## src/rtl/dram_lp_ctrl.sv

```systemverilog
module dram_lp_ctrl #(
  parameter int IDLE_SHORT = 64,
  parameter int IDLE_LONG  = 128,
  parameter int EXIT_FAST  = 2,
  parameter int EXIT_SLOW  = 6
) (
  input  logic       clk,
  input  logic       rst_n,
  input  logic [1:0] mode_sel,
  input  logic [1:0] idle_sel,
  input  logic       slow_exit,
  input  logic       clk_freeze,
  input  logic       power_off,
  input  logic       xfer_busy,
  input  logic       acc_req,
  output logic       acc_ready,
  output logic       cke,
  output logic       mem_clk_en,
  output logic       cmd_sr_enter,
  output logic       cmd_pd_enter,
  output logic       cmd_dpd_enter,
  output logic       cmd_exit,
  output logic       dpd_err
);
  localparam int IW = $clog2(IDLE_LONG + 1);
  localparam int EW = $clog2(EXIT_SLOW + 1);

  typedef enum logic [2:0] {S_ACT, S_SR, S_PD, S_DPD, S_EXIT, S_OFF} st_t;

  st_t           st;
  logic [IW-1:0] idle_cnt;
  logic [IW-1:0] idle_lim;
  logic [EW-1:0] ex_cnt;
  logic [EW-1:0] ex_len;
  logic          idle;
  logic          due;

  always_comb begin
    case (idle_sel)
      2'd1:    idle_lim = IW'(IDLE_SHORT);
      2'd2:    idle_lim = IW'(IDLE_LONG);
      default: idle_lim = '0;
    endcase
  end

  assign idle   = !xfer_busy && !acc_req;
  assign due    = idle && (mode_sel != 2'd0) && (idle_cnt >= idle_lim);
  assign ex_len = slow_exit ? EW'(EXIT_SLOW - 1) : EW'(EXIT_FAST - 1);

  always_ff @(posedge clk) begin
    if (!rst_n) begin
      st            <= S_ACT;
      idle_cnt      <= '0;
      ex_cnt        <= '0;
      cmd_sr_enter  <= 1'b0;
      cmd_pd_enter  <= 1'b0;
      cmd_dpd_enter <= 1'b0;
      cmd_exit      <= 1'b0;
      dpd_err       <= 1'b0;
    end else begin
      cmd_sr_enter  <= 1'b0;
      cmd_pd_enter  <= 1'b0;
      cmd_dpd_enter <= 1'b0;
      cmd_exit      <= 1'b0;
      if (power_off && st != S_OFF) begin
        st       <= S_OFF;
        idle_cnt <= '0;
      end else begin
        case (st)
          S_ACT: begin
            if (due) begin
              idle_cnt <= '0;
              case (mode_sel)
                2'd1:    begin st <= S_SR;  cmd_sr_enter  <= 1'b1; end
                2'd2:    begin st <= S_PD;  cmd_pd_enter  <= 1'b1; end
                default: begin st <= S_DPD; cmd_dpd_enter <= 1'b1; end
              endcase
            end else if (!idle) begin
              idle_cnt <= '0;
            end else if (idle_cnt != '1) begin
              idle_cnt <= idle_cnt + 1'b1;
            end
          end
          S_SR, S_PD: begin
            if (acc_req || mode_sel == 2'd0) begin
              st       <= S_EXIT;
              cmd_exit <= 1'b1;
              ex_cnt   <= ex_len;
            end
          end
          S_DPD: begin
            if (acc_req) dpd_err <= 1'b1;
          end
          S_EXIT: begin
            if (ex_cnt == '0) st <= S_ACT;
            else ex_cnt <= ex_cnt - 1'b1;
          end
          S_OFF: begin
            if (!power_off) begin
              st       <= S_EXIT;
              cmd_exit <= 1'b1;
              ex_cnt   <= ex_len;
            end
          end
          default: st <= S_ACT;
        endcase
      end
    end
  end

  assign cke        = (st == S_ACT) || (st == S_EXIT);
  assign acc_ready  = (st == S_ACT);
  assign mem_clk_en = !clk_freeze && (st != S_SR) && (st != S_DPD);
endmodule

```

## config.mk

```make
export PLATFORM = sky130hd
export DESIGN_NAME = dram_lp_ctrl
export DESIGN_NICKNAME = d
export VERILOG_FILES = /design/src/rtl/dram_lp_ctrl.sv
export SDC_FILE = /design/constraint.sdc
export NUM_CORES = 1
export LEC_CHECK = 0
export ABC_AREA = 1
export CAP_MARGIN = 20
export CORE_MARGIN = 1
export CORE_UTILIZATION = 62
export CTS_CLUSTER_SIZE = 24
export DETAILED_ROUTE_END_ITERATION = 8
export DONT_BUFFER_PORTS = 1
export GPL_TIMING_DRIVEN = 0
export PLACE_DENSITY = 0.83
export SLEW_MARGIN = 25
export SYNTH_ARGS = -nofsm -noshare
export SYNTH_HDL_FRONTEND = slang
export SYNTH_SLANG_ARGS = --single-unit
```

## constraint.sdc

```tcl
create_clock -name clk -period 2.25 [get_ports clk]
set_input_delay 0.45 -clock clk [delete_from_list [all_inputs] [get_ports clk]]
set_output_delay 0.45 -clock clk [all_outputs]
set_load 0.05 [all_outputs]
```

==> impl_metrics.toml, run 1 <==
[outcome]
status = "completed"

[sta]
final-hold-violation-count = 0
worst_slack_ps = 141
fin_crit_sh_pct = 93.7
fin_skew_ps = 4.29
setup_viol = 0
worst_pin_slew_ps = 1020
rsz0062_at_grt = "no"
final.setup.tns_ps = 0
holdWs_ps = 254
slew-limit-headroom_pct = 32.1
maxSlewViolCount = 0
min_period_ps = 2110
fmax_mhz = 474

[logic_synthesis]
ys_warn_count = 0
syn_area_um2 = 1300
yosys.area.top_type_share_pct = 29.3
synth_area_leaders = "dfxtp_1 (29%), nand3_1 (12%), nand2_1 (11%)"
synthArstFlopShare_pct = 0
synth-seq-cells = 19
synth-main-ff-cell = "dfxtp_1"
yosysUniqueCellTypes = 25
synth_edf_count = 0
synth_seq_area_share_pct = 29.3
ys_top_cells_by_count = "nand2_1 (37), nand3_1 (31), nor2_1 (25)"
synth_area_leader_cell = "dfxtp_1"
yosysMostFrequentCell = "nand2_1"
syn_nets = 218
syn_inst = 197
syn_avg_cell_area_um2 = 6.58

[worst_setup_path]
r2r_cells = 9
crit_path_start_kind = "register"
cp_max_fo = 10
slowest_delay_ps = 320
crit_family = "buffers and inverters"
worstPathArrival_ps = 1660
worst-path-buf-inv = 3
r2r_start = "idle_cnt[6]"
reg2reg_to = "st[2]"
worst-setup-path-type = "reg2out"
worstPathCellList = "buf_2 -> nor2_4 -> nand2_1 -> inv_1 -> buf_4"
required_ps = 1800
cp-endpoint = "acc_ready"
cp-end-kind = "primary output"
rrSetupSlack_ps = 430
cpMaxStageDelayCell = "nor2_4"
cp-startpoint = "st[0]"
crit_cells = 5

[place]
portBuffers = 0
gp_congestion = 0.858
dp_slack_ps = 278
postPlaceCellArea_um2 = 1330
dp_hpwl_um = 2130

[final_layout]
diodes = 0
nNetsFinal = 223
n_fill_cell = 181
fin_area_um2 = 1360
syn_to_final_growth_pct = 5.02
utilization_pct = 69.4
drive_above_1_share_pct = 11.9

[route]
drtAntennaViolNets = 0
drt_wl_total_um = 2730
wire_per_inst_um = 12.0
routed_via_density = 5.46
dr_total_vias = 1246
drc = 0
drt-initial-drc-count = 42
firstDrtPassIters = 4

[power]
p_per_area_nw_per_um2 = 587
ir_drop_mv = 0.602
p_clk_share_pct = 21.5
pwr-share-comb_pct = 32.1
p_leak_nw = 0.591
p_int_uw = 495
power.switching_uw = 303
swShare_pct = 38.0
seq_power_share_pct = 46.4

[floorplanning]
core_um2 = 1960
rows = 16
pin_count = 19
die_area_um2 = 2280
initial_core_util_pct = 66.1
die_x_um = 47.7
die_h_um = 47.7

[grt]
antenna_found_initial = 0
grt_max_degree = 11
grt_overflow = 0
grt_pass1_wl_um = 4030
track_usage_pct = 25.2
first_global_vias = 1028

[cts]
clkLatencyLatePin_ps = 300
cts.clk_slew.worst_paths_ps = 100
clock-sinks = 19
cts_tree = "yes"
htree_levels = 1
post-cts-setup-buffers = 0
postCtsHoldBufs = 0
post_cts_resized = 1
cts_root_buf = "clkbuf_4"
numCtsBuffers = 3
clock_path_buffers = 2

[run]
maxCapViolCount = 0

[hold_path]
hp-class = "in2reg"
## logic make-up (layout without fill, tap and decap cells)
logic type / after synthesis / in the layout / synth area share [%]
and+or+nand+nor: 109 / 109 / 39.8
buffers and inverters: 32 / 36 / 9.65
AOI/OAI and AO/OA: 26 / 26 / 10.9
DFF: 19 / 19 / 29.3
adders and majority gates: 10 / 10 / 9.65
xor gates and xnor gates: 1 / 1 / 0.676
## final cells by class
cell class | instances | area, um2 | share of cell area [%]
Multi-Input combinational cell | 146 | 796 | 58.5
Sequential cell | 19 | 380 | 27.9
Inverter | 30 | 113 | 8.27
Tap cell | 27 | 33.8 | 2.48
Clock buffer | 4 | 26.3 | 1.93
Buffer | 2 | 12.5 | 0.919
## metal layers
layer | part of all wire, % | routed length, um | up-vias | GRT usage, %
met5 | 0 | 0 | - | 0
met1 | 43 | 1180 | 578 | 27.9
li1 | - | - | 644 | -
met3 | 3.1 | 84 | 4 | 5.66
met2 | 53 | 1440 | 20 | 44.1
met4 | 1.1 | 31 | 0 | 14.4
## stage by stage
stage	total power, mW	cells
detailed placement	0.627	224
global route	0.849	228
global placement	0.619	224
floorplan	0.587	197
finish	0.799	228
CTS	0.798	228
## worst reg2reg max path, cell delays in order, from the launching register on
cell and delay, ps:
dfxtp_1 430, inv_1 90, ha_1 280, nand3_1 80, o21ai_2 240, nand2_2 170
nand2_1 150, nand2_1 100, nor3_1 140, nor2_1 60
## registers in the layout, summed over array words and instances, names as in the netlist
register       count
cmd_dpd_enter      1
dpd_err            1
st                 3
cmd_pd_enter       1
cmd_sr_enter       1
idle_cnt           8
cmd_exit           1
ex_cnt             3
## worst min path at each step
| stage | startpoint | to | cells after the start |
|---|---|---|---|
| after floorplan | ex_cnt[1] | ex_cnt[1] | 2 |
| final | rst_n | st[2] | 2 |
| after global routing | rst_n | st[2] | 2 |
| after detailed placement | ex_cnt[1] | ex_cnt[1] | 2 |
| after CTS | rst_n | st[2] | 2 |
| after global placement | ex_cnt[1] | ex_cnt[1] | 2 |
## power by group through the flow
stage	clock network (mW)	registers, mW	logic [mW]
CTS	0.175	0.370	0.252
finish	0.172	0.371	0.256
detailed placement	0	0.378	0.249
global placement	0	0.377	0.241
floorplan	0	0.376	0.211
global route	0.194	0.373	0.283
## placed cells by master, fill, tap and decap left out, types with 2 or more instances in the layout
| cell type | count |
|---|---|
| inv_1 | 24 |
| clkbuf_4 | 3 |
| nor2_2 | 3 |
| ha_1 | 10 |
| nand2_1 | 37 |
| dfxtp_1 | 19 |
| nor2_1 | 25 |
| nand3_1 | 31 |
| nand2_2 | 3 |
| o21ai_0 | 3 |
| a21oi_1 | 17 |
| nor3_1 | 2 |
| nor2_4 | 3 |
| inv_2 | 6 |
| o21ai_1 | 3 |
Note: power is estimated with default switching activity, not from simulation.
==> inputs of run 2 (changes only) <==
Clock period 2.25 ns to 1.96 ns, I/O delays scaled along.
==> run 2 against run 1 <==
Against the previous run: final area is 4.2% higher; first-iteration DRC count is 17% lower; wire length is 1.9% higher; final cell count is 0.88% higher; largest power group unchanged; sequential power is 15% higher; die area stayed put; utilization is 2.9 points higher.
==> impl_metrics.toml, run 2 (synthesized netlist as in run 1, its figures left out) <==
[final_layout]
n_fill_cell = 175
regArea_um2 = 382
instances_no_fill = 230
final_common_cell = "nand2_1"
layout_common_cells = "nand2_1 (36), nand3_1 (31), nor2_1 (25)"
top_regs = "idle_cnt x8, ex_cnt x3, st x3"
syn_to_final_growth_pct = 9.46
largest_register = "idle_cnt"
diodes = 0
multi_input_comb_area_um2 = 802
nNetsFinal = 225
drive_above_1_share_pct = 14.8
largest_reg_flops = 8
fin_area_um2 = 1420

[route]
firstDrtPassIters = 4
dr_total_vias = 1270
drc = 0
drt_wl_total_um = 2780
routed_via_density = 5.52
wire_per_inst_um = 12.1
drtAntennaViolNets = 0
drt-initial-drc-count = 35

[sta]
worst_slack_ps = 84.0
fin_crit_sh_pct = 95.7
slew-limit-headroom_pct = 59.4
maxSlewViolCount = 0
final-hold-violation-count = 0
fmax_mhz = 533
worst_pin_slew_ps = 609
setup_viol = 0
fin_skew_ps = 3.85
min_period_ps = 1880
holdWs_ps = 198
rsz0062_at_grt = "no"

[floorplanning]
die_area_um2 = 2280
die_x_um = 47.7
rows = 16
initial_core_util_pct = 66.1
pin_count = 19
die_h_um = 47.7
core_um2 = 1960

[worst_setup_path]
cp-startpoint = "st[0]"
cp-end-kind = "primary output"
cpMaxStageDelayCell = "nor2_4"
worst-path-buf-inv = 3
crit_path_start_kind = "register"
worstPathCellList = "buf_4 -> nor2_4 -> nand2_2 -> inv_4 -> buf_12"
crit_cells = 5
reg2reg_to = "idle_cnt[1]"
cp_max_fo = 10
worstPathArrival_ps = 1480
slowest_delay_ps = 320
rrSetupSlack_ps = 200
r2r_start = "idle_cnt[7]"
r2r_cells = 9
crit_family = "simple AND/OR/NAND/NOR gates"
required_ps = 1570
worst-setup-path-type = "reg2out"

[hold_path]
min_to = "st[2]"
min_path_cells = 2
hp-class = "in2reg"
worstHoldStart = "rst_n"

[run]
maxCapViolCount = 0

[place]
placed_cells = 224
dp_hpwl_um = 2130
dp_slack_ps = 44.7
portBuffers = 0
postPlaceCellArea_um2 = 1330
gp_congestion = 0.858

[power]
ir_drop_mv = 0.689
p_leak_nw = 0.612
p_per_area_nw_per_um2 = 683

[cts]
cts.clk_slew.worst_paths_ps = 100
clock_path_buffers = 2
cts_tree = "yes"
clkLatencyLatePin_ps = 300
numCtsBuffers = 3
clock-sinks = 19
htree_levels = 1
cts_root_buf = "clkbuf_4"

[grt]
grt_max_degree = 11
grt_overflow = 0
track_usage_pct = 25.1
first_global_vias = 1023
grt_pass1_wl_um = 4020
antenna_found_initial = 0

[outcome]
status = "completed"
[run 2: metal layers]
| layer | global-route usage, % | wire length [um] | up-vias |
|---|---|---|---|
| met1 | 27.6 | 1140 | 581 |
| li1 | - | - | 650 |
| met5 | 0 | 0 | - |
| met2 | 44.1 | 1480 | 35 |
| met4 | 14.4 | 31 | 0 |
| met3 | 5.66 | 126 | 4 |
[run 2: what timing repair did]
item | 4_1_cts | 5_1_grt
endpoints found under the hold margin | 0 | 0
pin swaps | 1 | 2
cloned | 0 | 1
setup buffers | 0 | 1
hold buffers | 0 | 0
gates resized for setup | 4 | 7
endpoints found under the setup margin | 2 | 3
[run 2: through the flow]
step | TNS, ps | power, mW | util [%]
detailed placement | 0 | 0.720 | 67.8
global placement | 0 | 0.710 | 67.8
global route | 0 | 1.03 | 72.3
CTS | -50.9 | 0.927 | 69.9
floorplan | 0 | 0.674 | -
finish | 0 | 0.970 | 72.3
[run 2: power by group]
part	total [mW]	switching, mW	internal, mW
Clock	0.195	0.115	0.0793
Sequential	0.425	0.0189	0.406
Combinational	0.350	0.225	0.125
[run 2: final cells by class]
cell class | count | share of cell area (%)
clock buffer | 4 | 1.85
sequential | 19 | 26.9
inverter | 30 | 8.11
timing repair buffer | 2 | 2.29
tap | 27 | 2.38
buffer | 2 | 1.94
multi-input combinational | 146 | 56.5
[run 2: how the worst max path moves through the flow]
stage / slack [ps] / to
global route: 9 / acc_ready
global placement: 60 / acc_ready
finish: 80 / acc_ready
detailed placement: 40 / idle_cnt[1]
floorplan: 160 / acc_ready
CTS: -50 / mem_clk_en
==> inputs of run 3 (changes only) <==
Settings changed: BUFFER_PORTS_ARGS set to -buffer_cell sky130_fd_sc_hd__buf_4, CORE_UTILIZATION 62 to 55, DONT_BUFFER_PORTS 1 to not set, PLACE_DENSITY 0.83 to 0.82, RECOVER_POWER set to 100.
==> run 3 against run 2 <==
Against the previous run: maximum frequency is 1.8% higher; worst setup slack better by 34 ps; non-clock buffer count is 16 higher; sequential power is 2% lower; clock power is 2% higher; global-route usage is 0.82 points lower; via count is 0.47% higher; worst hold slack better by 150 ps; critical endpoint unchanged; largest cell class unchanged.
==> impl_metrics.toml, run 3 (synthesized netlist as in run 1, its figures left out) <==
[cts]
numCtsBuffers = 3
postCtsHoldBufs = 0
cts_tree = "yes"
cts_root_buf = "clkbuf_4"
clock-sinks = 19
cts.clk_slew.worst_paths_ps = 100
htree_levels = 1
clock_path_buffers = 2
clkLatencyLatePin_ps = 300

[worst_setup_path]
worst-setup-path-type = "reg2out"
cp-startpoint = "st[0]"
required_ps = 1570
r2r_start = "idle_cnt[6]"
cp-end-kind = "primary output"
r2r_cells = 9
worstPathArrival_ps = 1450
crit_path_start_kind = "register"
cp_max_fo = 10

[place]
portBuffers = 18
dp_hpwl_um = 2190
gp_congestion = 0.853

[sta]
min_period_ps = 1840
final.setup.tns_ps = 0
setup_viol = 0
rsz0062_at_grt = "no"
fin_skew_ps = 5.37
fmax_mhz = 543
slew-limit-headroom_pct = 60.4
worst_pin_slew_ps = 596
maxSlewViolCount = 0
fin_crit_sh_pct = 94.0
holdWs_ps = 349
final-hold-violation-count = 0

[route]
drt-initial-drc-count = 42
drc = 0
wire_per_inst_um = 11.1
drtAntennaViolNets = 0
routed_via_density = 5.17
firstDrtPassIters = 4
dr_total_vias = 1276
drt_wl_total_um = 2740

[final_layout]
syn_to_final_growth_pct = 13.6
nNetsFinal = 241
final_common_cell = "nand2_1"
diodes = 0
largest_reg_flops = 8
layout_common_cells = "nand2_1 (37), nand3_1 (31), inv_1 (27), nor2_1 (27), dfxtp_1 (19)"
top_regs = "idle_cnt x8, ex_cnt x3, st x3"
largest_register = "idle_cnt"
n_fill_cell = 208
drive_above_1_share_pct = 14.6

[power]
p_per_area_nw_per_um2 = 644
ir_drop_mv = 0.539
fin_total_pwr_uw = 949
p_leak_nw = 0.663

[floorplanning]
die_area_um2 = 2550
core_um2 = 2210
rows = 17
pin_count = 19
initial_core_util_pct = 58.6
die_h_um = 50.5
die_x_um = 50.5

[grt]
grt_overflow = 0
antenna_found_initial = 0
first_global_vias = 1157
grt_max_degree = 11
track_usage_pct = 24.3
grt_pass1_wl_um = 4640

[hold_path]
hp-class = "in2reg"
min_path_cells = 3
worstHoldStart = "power_off"

[outcome]
status = "completed"

[run]
maxCapViolCount = 0
-- run 3: path summary, 6_finish.rpt --
kind / to / slack [ps]
hold / removal: st[2] / 350
hold reg to reg: ex_cnt[1] / 500
setup / recovery: acc_ready / 120
setup reg to reg: st[2] / 160
-- run 3: routing by layer --
layer	track usage, %	vias up	part of all wire (%)
met5	0	-	0
met3	3.94	4	2.6
li1	-	682	-
met4	13.4	0	2.1
met2	43.3	23	50
met1	27.2	567	45
-- run 3: metrics by stage --
stage,util (%),cells,area [um2],setup WS (ps)
finish,66.6,247,1470,118
global route,66.6,247,1470,27.1
CTS,67.5,247,1490,52.5
detailed placement,66.3,243,1470,9.15
global placement,66.3,243,1470,41.8
floorplan,-,197,1300,161
-- run 3: final cells by class --
| cell class | instances | area [um2] | area share, % |
|---|---|---|---|
| multi-input cells | 146 | 791 | 53.7 |
| clock buffers | 4 | 26.3 | 1.78 |
| repair buffers | 18 | 115 | 7.82 |
| well taps | 28 | 35.0 | 2.38 |
| flip-flops and latches | 19 | 380 | 25.8 |
| plain buffers | 2 | 12.5 | 0.850 |
| inverters | 30 | 113 | 7.65 |
-- run 3: repair_timing --
item                       4_1_cts  5_1_grt
setup endpoints to repair        0        1
setup buffers                    0        0
gates resized for setup          0        2
-- run 3: power breakdown --
group / switching, mW / leakage [nW] / internal [mW]
sequential: 0.0120 / 0.154 / 0.406
clock: 0.120 / 0.0150 / 0.0795
combinational: 0.224 / 0.493 / 0.107
total: 0.356 / 0.663 / 0.593
-- run 3: critical path, cell delays in order (launching register included) --
cell	delay, ps
dfxtp_1	310
buf_2	180
nor2_4	120
nand2_1	100
inv_1	90
buf_4	180
buf_6	170
